<file path="config.mk">
export PLATFORM = sky130hd
export DESIGN_NAME = dual_pfd_ctrl
export DESIGN_NICKNAME = d
export VERILOG_FILES = /design/src/rtl/pfd_pkg.sv /design/src/rtl/pfd_detector.sv /design/src/rtl/pfd_lock_mon.sv /design/src/rtl/pfd_pump_ctrl.sv /design/src/rtl/pfd_stat_mux.sv /design/src/rtl/dual_pfd_ctrl.sv
export SDC_FILE = /design/constraint.sdc
export NUM_CORES = 1
export LEC_CHECK = 0
export CORE_MARGIN = 2
export CORE_UTILIZATION = 50
export CTS_CLUSTER_DIAMETER = 200
export DETAILED_ROUTE_END_ITERATION = 10
export DONT_BUFFER_PORTS = 1
export SLEW_MARGIN = 20
export SYNTH_ARGS = -nofsm -noshare
export SYNTH_HDL_FRONTEND = slang
export SYNTH_SLANG_ARGS = --single-unit
</file>
<file path="constraint.sdc">
create_clock -name clk -period 2.2 [get_ports clk]
set_clock_uncertainty 0.15 [all_clocks]
set_input_delay 0.22 -clock clk [delete_from_list [all_inputs] [get_ports clk]]
set_output_delay 0.22 -clock clk [all_outputs]
set_load 0.1 [all_outputs]
</file>
<file path="src/rtl/pfd_pkg.sv">
package pfd_pkg;
    localparam int NUM_LOOPS = 2;
    localparam int SEL_W     = 4;

    localparam logic [SEL_W-1:0] ST_OFF      = 4'd0;
    localparam logic [SEL_W-1:0] ST_LOCK0    = 4'd1;
    localparam logic [SEL_W-1:0] ST_LOCK1    = 4'd2;
    localparam logic [SEL_W-1:0] ST_LOCK_ALL = 4'd3;
    localparam logic [SEL_W-1:0] ST_REF0     = 4'd4;
    localparam logic [SEL_W-1:0] ST_REF1     = 4'd5;
    localparam logic [SEL_W-1:0] ST_FB0      = 4'd6;
    localparam logic [SEL_W-1:0] ST_FB1      = 4'd7;
    localparam logic [SEL_W-1:0] ST_FAST     = 4'd8;
    localparam logic [SEL_W-1:0] ST_RST0     = 4'd9;
    localparam logic [SEL_W-1:0] ST_RST1     = 4'd10;
    localparam logic [SEL_W-1:0] ST_RST_ALL  = 4'd11;

    typedef struct packed {
        logic up;
        logic dn;
    } pfd_state_t;

    // loops whose counters are held in reset by a status code
    function automatic logic [NUM_LOOPS-1:0] reset_mask(input logic [SEL_W-1:0] sel);
        logic [NUM_LOOPS-1:0] m;
        m[0] = (sel == ST_RST0) || (sel == ST_RST_ALL);
        m[1] = (sel == ST_RST1) || (sel == ST_RST_ALL);
        return m;
    endfunction
endpackage

</file>
<file path="src/rtl/pfd_detector.sv">
module pfd_detector
    import pfd_pkg::*;
(
    input  logic       clk,
    input  logic       rst,
    input  logic       clear,
    input  logic       ref_p,
    input  logic       fb_p,
    output pfd_state_t st
);
    logic both;
    assign both = st.up & st.dn;

    always_ff @(posedge clk) begin
        if (rst || clear) begin
            st <= '0;
        end else begin
            st.up <= (st.up | ref_p) & ~both;
            st.dn <= (st.dn | fb_p) & ~both;
        end
    end
endmodule

</file>
<file path="src/rtl/pfd_lock_mon.sv">
module pfd_lock_mon #(
    parameter int LOCK_WIN = 4,
    parameter int LCW      = 4
) (
    input  logic           clk,
    input  logic           rst,
    input  logic           clear,
    input  logic           active,
    input  logic [LCW-1:0] need,
    output logic           locked
);
    localparam int WCW = $clog2(LOCK_WIN + 2);
    localparam logic [WCW-1:0] WMAX = WCW'(LOCK_WIN + 1);
    localparam logic [WCW-1:0] WLIM = WCW'(LOCK_WIN);
    localparam logic [LCW-1:0] GMAX = '1;

    logic [WCW-1:0] width_q;
    logic [LCW-1:0] good_q;

    always_ff @(posedge clk) begin
        if (rst || clear) begin
            width_q <= '0;
            good_q  <= '0;
        end else if (active) begin
            width_q <= (width_q == WMAX) ? width_q : width_q + 1'b1;
            if (width_q >= WLIM) good_q <= '0;
        end else begin
            width_q <= '0;
            if (width_q != '0) begin
                if (width_q <= WLIM)
                    good_q <= (good_q == GMAX) ? good_q : good_q + 1'b1;
                else
                    good_q <= '0;
            end
        end
    end

    assign locked = (good_q != '0) && (good_q >= need);
endmodule

</file>
<file path="src/rtl/pfd_pump_ctrl.sv">
module pfd_pump_ctrl
    import pfd_pkg::*;
(
    input  logic       clk,
    input  logic       rst,
    input  pfd_state_t st,
    input  logic       pol_pos,
    input  logic       hiz_req,
    input  logic       cur_hi,
    output logic       up_o,
    output logic       dn_o,
    output logic       hiz_o,
    output logic       icp_o
);
    logic idle;
    assign idle  = ~(st.up | st.dn);
    assign hiz_o = hiz_req;
    assign up_o  = ~hiz_req & (pol_pos ? st.up : st.dn);
    assign dn_o  = ~hiz_req & (pol_pos ? st.dn : st.up);

    always_ff @(posedge clk) begin
        if (rst)       icp_o <= 1'b0;
        else if (idle) icp_o <= cur_hi;
    end
endmodule

</file>
<file path="src/rtl/pfd_stat_mux.sv">
module pfd_stat_mux
    import pfd_pkg::*;
(
    input  logic [SEL_W-1:0]     sel,
    input  logic [NUM_LOOPS-1:0] ld,
    input  logic [NUM_LOOPS-1:0] ref_p,
    input  logic [NUM_LOOPS-1:0] fb_p,
    input  logic                 fast_sw,
    output logic                 o
);
    always_comb begin
        case (sel)
            ST_LOCK0:    o = ld[0];
            ST_LOCK1:    o = ld[1];
            ST_LOCK_ALL: o = &ld;
            ST_REF0:     o = ref_p[0];
            ST_REF1:     o = ref_p[1];
            ST_FB0:      o = fb_p[0];
            ST_FB1:      o = fb_p[1];
            ST_FAST:     o = ~fast_sw;
            default:     o = 1'b0;
        endcase
    end
endmodule

</file>
<file path="src/rtl/dual_pfd_ctrl.sv">
module dual_pfd_ctrl
    import pfd_pkg::*;
#(
    parameter int LOCK_WIN = 4,
    parameter int LCW      = 4
) (
    input  logic                 clk,
    input  logic                 rst,
    input  logic [NUM_LOOPS-1:0] ref_pls,
    input  logic [NUM_LOOPS-1:0] fb_pls,
    input  logic [NUM_LOOPS-1:0] pol_pos,
    input  logic [NUM_LOOPS-1:0] force_hiz,
    input  logic [NUM_LOOPS-1:0] cur_hi,
    input  logic [NUM_LOOPS-1:0] pwrdn,
    input  logic [SEL_W-1:0]     stat_sel,
    input  logic [LCW-1:0]       lock_need,
    output logic [NUM_LOOPS-1:0] pump_up,
    output logic [NUM_LOOPS-1:0] pump_dn,
    output logic [NUM_LOOPS-1:0] pump_hiz,
    output logic [NUM_LOOPS-1:0] icp_high,
    output logic                 fastlock_sw,
    output logic                 stat_out
);
    logic [NUM_LOOPS-1:0] rst_mask;
    logic [NUM_LOOPS-1:0] ld;

    assign rst_mask = reset_mask(stat_sel);

    for (genvar i = 0; i < NUM_LOOPS; i++) begin : g_loop
        pfd_state_t st;
        logic       act;
        logic       kill;
        logic       locked;

        assign kill = pwrdn[i] | rst_mask[i];
        assign act  = st.up | st.dn;

        pfd_detector u_det (
            .clk   (clk),
            .rst   (rst),
            .clear (kill),
            .ref_p (ref_pls[i]),
            .fb_p  (fb_pls[i]),
            .st    (st)
        );

        pfd_lock_mon #(.LOCK_WIN(LOCK_WIN), .LCW(LCW)) u_lock (
            .clk    (clk),
            .rst    (rst),
            .clear  (kill),
            .active (act),
            .need   (lock_need),
            .locked (locked)
        );

        assign ld[i] = locked & ~act & ~kill;

        pfd_pump_ctrl u_pump (
            .clk     (clk),
            .rst     (rst),
            .st      (st),
            .pol_pos (pol_pos[i]),
            .hiz_req (force_hiz[i] | kill),
            .cur_hi  (cur_hi[i]),
            .up_o    (pump_up[i]),
            .dn_o    (pump_dn[i]),
            .hiz_o   (pump_hiz[i]),
            .icp_o   (icp_high[i])
        );
    end

    assign fastlock_sw = (stat_sel == ST_FAST) & icp_high[1];

    pfd_stat_mux u_mux (
        .sel     (stat_sel),
        .ld      (ld),
        .ref_p   (ref_pls),
        .fb_p    (fb_pls),
        .fast_sw (fastlock_sw),
        .o       (stat_out)
    );
endmodule

</file>
# == Yosys cells after proc, flatten, opt, wreduce, memory -nomap -nowiden ==
# Cells that the tools add are included.
# Widths: inputs -> output; s select.
# word_totals
register_bits,20
out_inout_bits,10
word_cells,105
# op_classes
addsub,4
magnitude_cmp,6
eq_ne,19
muxes,15
bitwise_logic,34
n_reduce_logical,17
# op_table
operator,n
$mux 4,10
$eq 4x4->1 const B,6
$eq 4x3->1 const B,4
$and 1x1->1,15
$or 1x1->1,10
$not 1->1,9
$add 4x1->4 const B,2
$eq 4x2->1 const B,2
$ge 4x4->1,2
$pmux 1 s8,1
$reduce_bool 4->1,2
$add 3x1->3 const B,2
$eq 3x3->1 const B,2
$ge 3x3->1 const B,2
$le 3x3->1 const B,2
$ne 3x3->1 const B,2
$reduce_and 3->1,2
$reduce_bool 3->1,2
$eq 4x1->1 const B,1
$logic_or 1x1->1,4
$mux 1,4
$ne 2x1->1 const B,2
$reduce_bool 2->1,2
$reduce_or 2->1,2
2 further kinds,3

# == Logic depth before layout (Yosys ltp) ==
# Gate-level depths: netlist of the first run.
# logic_depth
word_depth,7
ltp_mapped,6

# == Cells and area by module ==
# From an unflattened synthesis of the first run, not the netlist that was laid out.
# hier_totals
hier_cells,184
hier_area_um2,1534.0
# by_module_without_submodules
module,n_inst,cells_per_inst,area_per_inst_um2,seq_area_each_um2
pfd_lock_mon,2,63,515.5,140.1
pfd_detector,2,7,76.3,40.0
pfd_pump_ctrl,2,9,73.8,20.0
dual_pfd_ctrl,1,13,106.4,0.0
pfd_stat_mux,1,13,96.3,0.0

# == Worst setup path after synthesis of the first run ==
# No wires, ideal clock.
# synth_timing
kind,register to output
startpoint,reg g_loop[1].u_det.st[0] (netlist name)
endpoint,out stat_out
t_arrival_ns,2.736
required_ns,1.830
setup_slack_ns,-0.906
path_stages_with_launch,6
cell_sequence,dfxtp_1 buf_6 or4b_1 a221oi_2 nand2_1 o2111ai_1
# synth_between
elab_chain_cells,6
# synth_lines
element,line_no,source
$or 1x1->1 *,dual_pfd_ctrl.sv:36,assign act = st.up | st.dn;
$not 1->1 *,--,
$and 1x1->1 * (2 in a row),dual_pfd_ctrl.sv:56,assign ld[i] = locked & ~act & ~kill;
$reduce_and 2->1,pfd_stat_mux.sv:15,ST_LOCK_ALL: o = &ld;
$pmux 1 s8 *,pfd_stat_mux.sv:12,case (sel)
"end, declared",dual_pfd_ctrl.sv:22,output logic stat_out
# Every way passes the cells marked *; elsewhere a longest branch is shown, timed or not.

# == Worst setup path after layout of the first run ==
# layout_timing
startpoint,reg g_loop[1].u_det.st[1] (netlist name)
endpoint,out stat_out
# layout_between
elab_chain_cells,6
# layout_lines
element,line_no
$or 1x1->1 *,dual_pfd_ctrl.sv:36
$not 1->1 *,--
$and 1x1->1 * (2 in a row),dual_pfd_ctrl.sv:56
$reduce_and 2->1,pfd_stat_mux.sv:15
$pmux 1 s8 *,pfd_stat_mux.sv:12
# Marks and branches as above.

==> results of run 1 <==
## worst max-delay path, delay by kind of cell, from the launching register on
kind	cells	cell delay, ns
simple gates	2	0.63
compound gates	2	0.45
flops	1	0.33
buf+inv	1	0.20
## flip-flops by register name, summed over array words and instances, names as in the netlist
signal	count
g_loop.u_lock.width_q	6
g_loop.u_lock.good_q	8
g_loop.u_det.st	4
g_loop.u_pump.icp_o	2
## through the flow
stage	instance area (um2)	hold slack, ns	total power [mW]
finish	1890	0.0160	0.744
CTS	1890	0.0129	0.750
floorplan	1580	0.139	0.525
global placement	1690	0.141	0.546
global route	1890	0.0172	0.784
detailed placement	1690	0.145	0.550
## per-layer routing
| metal | wire [um] | GRT usage (%) |
|---|---|---|
| met1 | 1550 | 24.4 |
| met2 | 1650 | 35.7 |
| met3 | 208 | 5.63 |
| met4 | 38 | 5.71 |
| met5 | 0 | 0 |
## what timing repair did
| item | CTS | global route |
|---|---|---|
| setup buffers | 1 | 0 |
| hold buffers | 12 | 0 |
| pin swaps | 4 | 0 |
| setup endpoints to repair | 1 | 1 |
| gates resized for setup | 12 | 2 |
| hold endpoints to repair | 13 | 0 |
## worst min-delay path by stage
stage | to | slack [ns] | cells after the start
after CTS | g_loop[0].u_lock.good_q[0]$_SDFFE_PP0P_ | 0.01 | 3
after global placement | g_loop[0].u_pump.icp_o$_SDFFE_PP0P_ | 0.14 | 1
after floorplan | g_loop[0].u_pump.icp_o$_SDFFE_PP0P_ | 0.14 | 1
after detailed placement | g_loop[0].u_pump.icp_o$_SDFFE_PP0P_ | 0.15 | 1
final | g_loop[0].u_lock.good_q[0]$_SDFFE_PP0P_ | 0.02 | 3
after global routing | g_loop[1].u_lock.good_q[3]$_SDFFE_PP0P_ | 0.02 | 3
## placed cells by master (no fill, tap or decap), types with 3 or more instances in the layout
cell type,synthesis,routed
inv_1,20,19
ha_1,18,17
nor2_1,19,15
dfxtp_1,20,15
nand2_1,13,12
nand3_1,13,12
dlygate4sd3_1,0,12
a21oi_1,11,11
nor3_1,10,10
mux2i_1,10,10
buf_4,9,7
buf_12,0,6
a211o_1,5,5
dfxtp_2,0,5
o21ai_1,2,4
nor2_2,0,4
o21ai_0,6,4
nor2b_1,3,3
clkbuf_4,0,3
## cell families after synthesis
group,after synthesis
fa+ha+maj,18
xor+xnor,2
flops,20
compound gates,37
mux,11
buf+inv,33
simple gates,70
## power breakdown
part | switching [mW] | total [mW] | internal, mW
Sequential | 0.00655 | 0.376 | 0.370
Clock | 0.112 | 0.176 | 0.0639
Combinational | 0.117 | 0.192 | 0.0742
Total | 0.236 | 0.744 | 0.508
## cell type report
| class | count | area, um2 | area share (%) |
|---|---|---|---|
| repair buffers | 25 | 293 | 15.5 |
| clock buffers | 3 | 22.5 | 1.19 |
| inverters | 20 | 75.1 | 3.97 |
| multi-input cells | 138 | 1050 | 55.7 |
| flip-flops and latches | 20 | 407 | 21.5 |
| well taps | 33 | 41.3 | 2.18 |
==> results by group, run 1 <==
Route
  – DRT antenna net count: 0
  – Drt drc: 0
  – TritonRoute pass-1 iters: 4
  – Routed WL: 3440 um
  – Avg WL per Cell: 14.4 um
  – Total number of vias: 1383
  – Vias/cell: 5.79
  – Iteration-0 DRC Markers: 30

Worst setup path
  – Critical Path Max Stage Delay: 0.53 ns
  – Crit Path Category: reg -> out
  – CP endpoint kind: output pin
  – Reg2Reg Setup Slack: 0.39 ns
  – Launching point of the worst reg2reg path: g_loop[1].u_lock.width_q[1]$_SDFFE_PP0P_
  – Worst-path fanout max: 2
  – Capture point of the worst path: stat_out
  – Setup crit start kind: flip-flop
  – Critical path's slowest cell: or4b_4
  – Worst Setup SP: g_loop[1].u_det.st[1]$_SDFF_PP0_
  – CP cell instances: or4b_4 -> a221oi_4 -> nand2_2 -> o2111ai_4 -> buf_12
  – Worst r2r dst: g_loop[1].u_lock.good_q[2]$_SDFFE_PP0P_
  – Worst EP arrival: 1.92 ns
  – Reg2Reg Depth: 6
  – Crit path required time: 1.83 ns

Logic synthesis
  – Top FF cell, synth: dfxtp_1
  – Largest family of logic cells by synthesized area: simple AND/OR/NAND/NOR gates
  – Multiplexer share of the synthesized area: 7.87%
  – Syn Nets: 231
  – Post-synthesis simple-gate area fraction: 22.0%
  – Cells after Synth: 191
  – Count of synthesis-stage warnings from yosys: 0
  – Top cells by instance count after synthesis: dfxtp_1 (20), inv_1 (20), nor2_1 (19)
  – Compound-Gate Fraction of Synth Area: 17.8%
  – Number of flops mapped to enable cells by yosys: 0
  – Mean Syn Cell Area: 8.16 um2
  – Synth top area cells: dfxtp_1 (26%), ha_1 (14%), mux2i_1 (6.4%)
  – FFs w/ async S/R, synth: 0%
  – Post-synth cell types: 38
  – Seq/Total Area, Yosys: 25.7%
  – Post-Synth XOR/XNOR Area: 1.12%
  – Synth top area share: 25.7%
  – Synth area leader: dfxtp_1
  – Adder-Cell Fraction of Synth Area: 14.5%
  – Post-Syn Area: 1560 um2
  – Register bit total from synthesis: 20

Clock tree
  – Count of clock tree sinks: 20
  – CTS tree: yes
  – CTS Buf Count: 3
  – Max clock buf depth: 2
  – Root buffer cell: clkbuf_4
  – Htree depth: 1
  – Clock-pin transition on the worst setup and hold timing paths: 0.11 ns
  – Later-pin clock latency in the skew report: 0.30 ns

STA
  – Hold Fails Final Rpt: 0
  – Tightest Pin Transition: 0.611 ns
  – Final setup margin: -0.0874 ns
  – RSZ-0062 raised after global routing: yes
  – Fmax: 437 MHz
  – Final period util: 104%
  – Slew HR: 59.2%
  – Period minus WS final: 2.29 ns
  – Slew Viols, Final: 0
  – Setup TNS: -0.0874 ns
  – Final setup vio count: 1

Die
  – Die boundary height: 59.8 um
  – Die X: 59.8 um
  – IO Pins: 32
  – Die area: 3580 um2
  – # rows: 20
  – Initial Utilization: 51.9%
  – Placeable Area: 3000 um2

Placement
  – Dpl hpwl: 2600 um
  – Gpl congestion: 0.744
  – Placed cells: 223
  – Port bufs: 0
  – Post-Place Worst Slack: 0.0660 ns

Pwr
  – IR drop worst, VDD: 219 uV
  – Pwr Density: 393 nW/um2
  – Leak pwr: 0.775 nW

Cells and area
  – Fillers: 281
  – Fin cells: 239
  – Area added between synthesis and finish: 21.5%
  – Layout Nets: 248
  – Final Util: 63.0%
  – Fraction of layout cells with a size suffix above 1: 18.0%
  – N_diodes: 0

Global route
  – First-pass GRT wire length: 5600 um
  – Vias in the first global route: 1283
  – Initial antenna violation count: 0
  – Global route overflow: 0
  – Largest net degree at the start of global routing: 11
  – Gr usage total: 20.5%

Outcome
  – Failing checks: setup timing
  – Status: complete, but fails checks

Hold path
  – Worst Hold Launch: stat_sel[0]
  – Hold Path Class: in -> reg

Job
  – Max Cap Viol: 0
(Power assumes the default switching activity.)
==> inputs of run 2 (changes only) <==
CORE_MARGIN = not set   (was 2)
==> run 2 against run 1 <==
Effect of this change: the flow finishes with violations (DRC, setup timing); fmax about the same; sequential power about the same; largest cell class unchanged; non-clock buffer count rose by 1; sequential share of layout area down 0.18 points; worst hold slack worse by 0.0058 ns; cell area is 0.53% higher; via count increased by 0.14%; global-route usage is 0.47 points higher; clock-buffer cell count rose by 1; highest routed layer unchanged; cell count stayed put.
==> results by group, run 2 (synthesis gave the netlist of run 1 again) <==
Outcome
  – Status: complete, but fails checks
  – Failing checks: DRC, setup timing

Placement
  – Dpl hpwl: 2590 um
  – Gpl congestion: 0.726
  – Area after DPL: 1690 um2
  – Port bufs: 0

Die
  – Die boundary height: 57.8 um
  – IO Pins: 32
  – Placeable Area: 2850 um2
  – # rows: 19
  – Initial Utilization: 54.6%
  – Die area: 3340 um2
  – Die X: 57.8 um

Worst setup path
  – CP endpoint kind: output pin
  – Launching point of the worst reg2reg path: g_loop[1].u_lock.width_q[0]$_SDFFE_PP0P_
  – Capture point of the worst path: stat_out
  – Setup crit start kind: flip-flop
  – Crit Path Category: reg -> out
  – Worst Setup SP: g_loop[1].u_det.st[1]$_SDFF_PP0_
  – Reg2Reg Depth: 6
  – Worst r2r dst: g_loop[1].u_lock.good_q[3]$_SDFFE_PP0P_
  – Worst EP arrival: 1.92 ns
  – Crit path required time: 1.83 ns
  – Reg2Reg Setup Slack: 0.38 ns
  – Worst-path fanout max: 2

Cells and area
  – Layout Nets: 249
  – Max reg flops: 8
  – Area added between synthesis and finish: 22.2%
  – N_diodes: 0
  – Biggest regs: g_loop.u_lock.good_q: 8 flops, g_loop.u_lock.width_q: 6 flops, g_loop.u_det.st: 4 flops
  – Commonest non-fill, non-tap cell in the layout: inv_1
  – Largest Register: g_loop.u_lock.good_q
  – Fin area: 1900 um2
  – Most frequent cells in the layout: inv_1 (19), ha_1 (17), dfxtp_1 (16)
  – Fraction of layout cells with a size suffix above 1: 17.8%

Clock tree
  – Root buffer cell: clkbuf_4
  – Later-pin clock latency in the skew report: 0.31 ns
  – CTS tree: yes
  – Count of clock tree sinks: 20
  – CTS Buf Count: 3
  – Clock-pin transition on the worst setup and hold timing paths: 0.12 ns
  – Max clock buf depth: 2
  – Htree depth: 1

STA
  – Final setup vio count: 1
  – Final period util: 104%
  – Hold Fails Final Rpt: 0
  – Tightest Pin Transition: 0.599 ns
  – Slew Viols, Final: 0
  – Final setup margin: -0.0887 ns
  – Period minus WS final: 2.29 ns
  – RSZ-0062 raised after global routing: yes
  – Setup TNS: -0.0887 ns
  – Fmax: 437 MHz
  – Slew HR: 60.0%

Route
  – Total number of vias: 1385
  – Routed WL: 3290 um
  – Iteration-0 DRC Markers: 62
  – DRT antenna net count: 0
  – Drt drc: 2
  – Avg WL per Cell: 13.8 um
  – Vias/cell: 5.79
  – TritonRoute pass-1 iters: 8

Pwr
  – Pwr Density: 413 nW/um2
  – Leak pwr: 0.780 nW
  – IR drop worst, VDD: 259 uV

Job
  – Max Cap Viol: 0

Global route
  – Global route overflow: 0
  – Vias in the first global route: 1278
  – Initial antenna violation count: 0
  – Gr usage total: 21.0%
  – First-pass GRT wire length: 5550 um
  – Largest net degree at the start of global routing: 12

Hold path
  – Hold Path Class: in -> reg
run 2: final cells by class:
class                      instances  area (um2)
tap                               31        38.8
clock buffer                       4        36.3
multi-input combinational        138        1050
fill                             245         950
inverter                          20        75.1
sequential                        20         405
timing repair buffer              26         300
run 2: what timing repair did:
item	in CTS	in global routing
hold endpoints to repair	12	0
hold buffers	12	0
resized for setup	11	1
pin swaps	4	0
buffers inserted	2	0
endpoints found under the setup margin	1	1
run 2: worst min path at each step:
stage                           start                                       to  slack, ns  depth (start not counted)
final                     stat_sel[0]  g_loop[0].u_lock.good_q[0]$_SDFFE_PP0P_       0.01                          3
after global routing      stat_sel[0]  g_loop[0].u_lock.good_q[0]$_SDFFE_PP0P_       0.02                          3
after CTS                 stat_sel[0]  g_loop[0].u_lock.good_q[0]$_SDFFE_PP0P_      0.009                          3
after detailed placement          rst      g_loop[0].u_pump.icp_o$_SDFFE_PP0P_       0.14                          1
after global placement            rst      g_loop[0].u_pump.icp_o$_SDFFE_PP0P_       0.14                          1
after floorplan                   rst      g_loop[0].u_pump.icp_o$_SDFFE_PP0P_       0.14                          1
run 2: report_power, final:
group	leakage (nW)	internal, mW	total (mW)	switching, mW
sequential	0.164	0.370	0.376	0.00616
clock	0.0210	0.101	0.221	0.120
combinational	0.595	0.0722	0.189	0.117
run 2: critical path: stages (launching register included):
cell	delay [ns]
dfxtp_1	0.33
or4b_4	0.53
a221oi_4	0.23
nand2_2	0.09
o2111ai_4	0.22
buf_12	0.20
run 2: stage by stage:
stage | worst slack, ns | util, % | hold slack [ns] | power (mW) | cells
detailed placement | 0.0598 | 59.3 | 0.142 | 0.550 | 221
floorplan | 0.00564 | - | 0.139 | 0.525 | 191
CTS | -0.103 | 66.7 | 0.00933 | 0.790 | 239
global route | -0.179 | 66.7 | 0.0190 | 0.822 | 239
finish | -0.0887 | 66.7 | 0.0102 | 0.786 | 239
global placement | 0.120 | 59.3 | 0.141 | 0.546 | 221
run 2: per-layer routing:
metal  GRT usage, %  share of wire [%]
met5              0                  0
met1           27.4                 46
met3           4.02                6.4
met2           35.1                 46
met4           6.12               0.67
==> inputs of run 3 (changes only) <==
GPL_TIMING_DRIVEN = 0   (was not set)
==> run 3 against run 2 <==
Effect of this change: highest routed layer unchanged; critical endpoint unchanged; non-clock buffer count stayed put; cell area down 6.4%; largest cell class unchanged; sequential power about the same; combinational power is 5% lower; register-to-register slack about the same; the flow still finishes with violations (DRC, setup timing); clock power fell by 19%; worst setup slack got worse by 0.24 ns; sequential share of layout area rose by 1.8 points.
==> results by group, run 3 (synthesis gave the netlist of run 1 again) <==
Cells and area
  – Fin area: 1780 um2
  – Max reg flops: 8
  – Final Util: 62.5%
  – Largest Register: g_loop.u_lock.good_q
  – Area added between synthesis and finish: 14.4%
  – Most frequent cells in the layout: inv_1 (20), nor2_1 (19), ha_1 (18)
  – Layout Nets: 249
  – N_diodes: 0
  – Commonest non-fill, non-tap cell in the layout: inv_1
  – Biggest regs: g_loop.u_lock.good_q: 8 flops, g_loop.u_lock.width_q: 6 flops, g_loop.u_det.st: 4 flops
  – Fraction of layout cells with a size suffix above 1: 14.5%

Clock tree
  – Htree depth: 1
  – CTS Buf Count: 3
  – Count of clock tree sinks: 20
  – Max clock buf depth: 2
  – Root buffer cell: clkbuf_4
  – Clock-pin transition on the worst setup and hold timing paths: 0.12 ns
  – Later-pin clock latency in the skew report: 0.30 ns
  – CTS tree: yes

STA
  – Period minus WS final: 2.53 ns
  – Final setup vio count: 1
  – Final period util: 115%
  – Slew HR: 34.6%
  – RSZ-0062 raised after global routing: yes
  – Slew Viols, Final: 0
  – Tightest Pin Transition: 0.985 ns
  – Final setup margin: -0.330 ns
  – Hold Fails Final Rpt: 0
  – Fmax: 395 MHz

Hold path
  – Hold worst-path end: g_loop[1].u_lock.good_q[3]$_SDFFE_PP0P_
  – Worst Hold Launch: stat_sel[1]
  – Hold Path Stages: 3
  – Hold Path Class: in -> reg

Worst setup path
  – Worst Setup SP: g_loop[1].u_det.st[1]$_SDFF_PP0_
  – Launching point of the worst reg2reg path: g_loop[0].u_lock.width_q[0]$_SDFFE_PP0P_
  – Cell family contributing the most delay on the critical path: compound AO/OA/AOI/OAI gates
  – CP endpoint kind: output pin
  – Worst EP arrival: 2.16 ns
  – WP buf/inv: 0
  – Crit Path Category: reg -> out
  – Reg2Reg Depth: 6
  – Reg2Reg Setup Slack: 0.37 ns
  – CP cell instances: or4b_4 -> a221oi_2 -> nand2_1 -> o2111ai_4
  – Worst r2r dst: g_loop[0].u_lock.good_q[1]$_SDFFE_PP0P_
  – Crit path required time: 1.83 ns
  – Critical Path Max Stage Delay: 0.64 ns
  – Critical path's slowest cell: o2111ai_4
  – Setup crit start kind: flip-flop
  – Worst-path fanout max: 2

Die
  – # rows: 19
  – IO Pins: 32
  – Die area: 3340 um2
  – Initial Utilization: 54.6%
  – Die boundary height: 57.8 um
  – Die X: 57.8 um
  – Placeable Area: 2850 um2

Route
  – TritonRoute pass-1 iters: 7
  – Avg WL per Cell: 14.4 um
  – Total number of vias: 1380
  – Vias/cell: 5.80
  – Iteration-0 DRC Markers: 59
  – DRT antenna net count: 0
  – Drt drc: 2
  – Routed WL: 3440 um

Pwr
  – IR drop worst, VDD: 347 uV
  – Clk pwr share: 24.6%
  – Pwr Density: 413 nW/um2
  – Internal power: 0.496 mW
  – Leak pwr: 0.738 nW
  – Sequential power share: 51.1%
  – Comb power frac: 24.3%
  – Net Sw Frac: 32.5%
  – Switching power: 0.239 mW

Outcome
  – Status: complete, but fails checks
  – Failing checks: DRC, setup timing

Placement
  – Gpl congestion: 0.776
  – Post-Place Worst Slack: -0.0834 ns
  – Area after DPL: 1610 um2
  – Dpl hpwl: 2570 um
  – Port bufs: 0

Global route
  – Global route overflow: 0
  – First-pass GRT wire length: 5720 um
  – Gr usage total: 21.9%
  – Vias in the first global route: 1311
  – Initial antenna violation count: 0
  – Largest net degree at the start of global routing: 11

Job
  – Max Cap Viol: 0
## run 3: per-stage QoR
stage / total power [mW] / hold WS, ns / TNS (ns) / std cells
final: 0.735 / 0.0291 / -0.330 / 238
after global routing: 0.768 / 0.0737 / -0.380 / 238
after CTS: 0.739 / 0.0353 / -0.319 / 238
after detailed placement: 0.543 / 0.142 / -0.0834 / 222
after global placement: 0.539 / 0.141 / -0.0691 / 222
after floorplan: 0.525 / 0.139 / 0 / 191
## run 3: cell type report
cell class	count	area, um2
fill	250	1070
multi-input combinational	138	1010
sequential	20	412
timing repair buffer	15	140
buffer	11	82.6
inverter	20	75.1
tap	31	38.8
clock buffer	3	22.5
## run 3: worst register-to-register path: stages, from the launching register on
cell	delay (ns)
dfxtp_1	0.41
inv_1	0.06
ha_1	0.22
nor3_1	0.25
o21ai_1	0.21
a211o_1	0.34
a21oi_1	0.13
## run 3: metal layers
metal | vias to the layer above | GRT usage, % | part of all wire (%)
li1 | 701 | - | -
met1 | 641 | 28.2 | 47
met2 | 34 | 36.8 | 47
met3 | 4 | 4.91 | 5.6
met4 | 0 | 6.46 | 0.41
met5 | - | 0 | 0
## run 3: worst max-delay path by stage
| stage | endpoint | depth (start not counted) |
|---|---|---|
| 6_report | stat_out | 4 |
| 5_1_grt | stat_out | 4 |
| 4_1_cts | stat_out | 4 |
| 3_5_place_dp | stat_out | 4 |
| 3_3_place_gp | stat_out | 5 |
| 2_1_floorplan | stat_out | 5 |
## run 3: power by group through the flow
stage / Clock (mW) / Sequential, mW / Combinational (mW)
detailed placement: 0 / 0.386 / 0.157
floorplan: 0 / 0.384 / 0.141
global placement: 0 / 0.386 / 0.153
finish: 0.180 / 0.376 / 0.179
global route: 0.200 / 0.377 / 0.191
CTS: 0.185 / 0.376 / 0.179
## run 3: repair_timing
action | 4_1_cts | 5_1_grt
pin swaps | 2 | 2
resized for setup | 9 | 1
hold buffers | 11 | 0
buffers inserted | 3 | 1
endpoints found under the setup margin | 1 | 1
hold endpoints to repair | 11 | 0
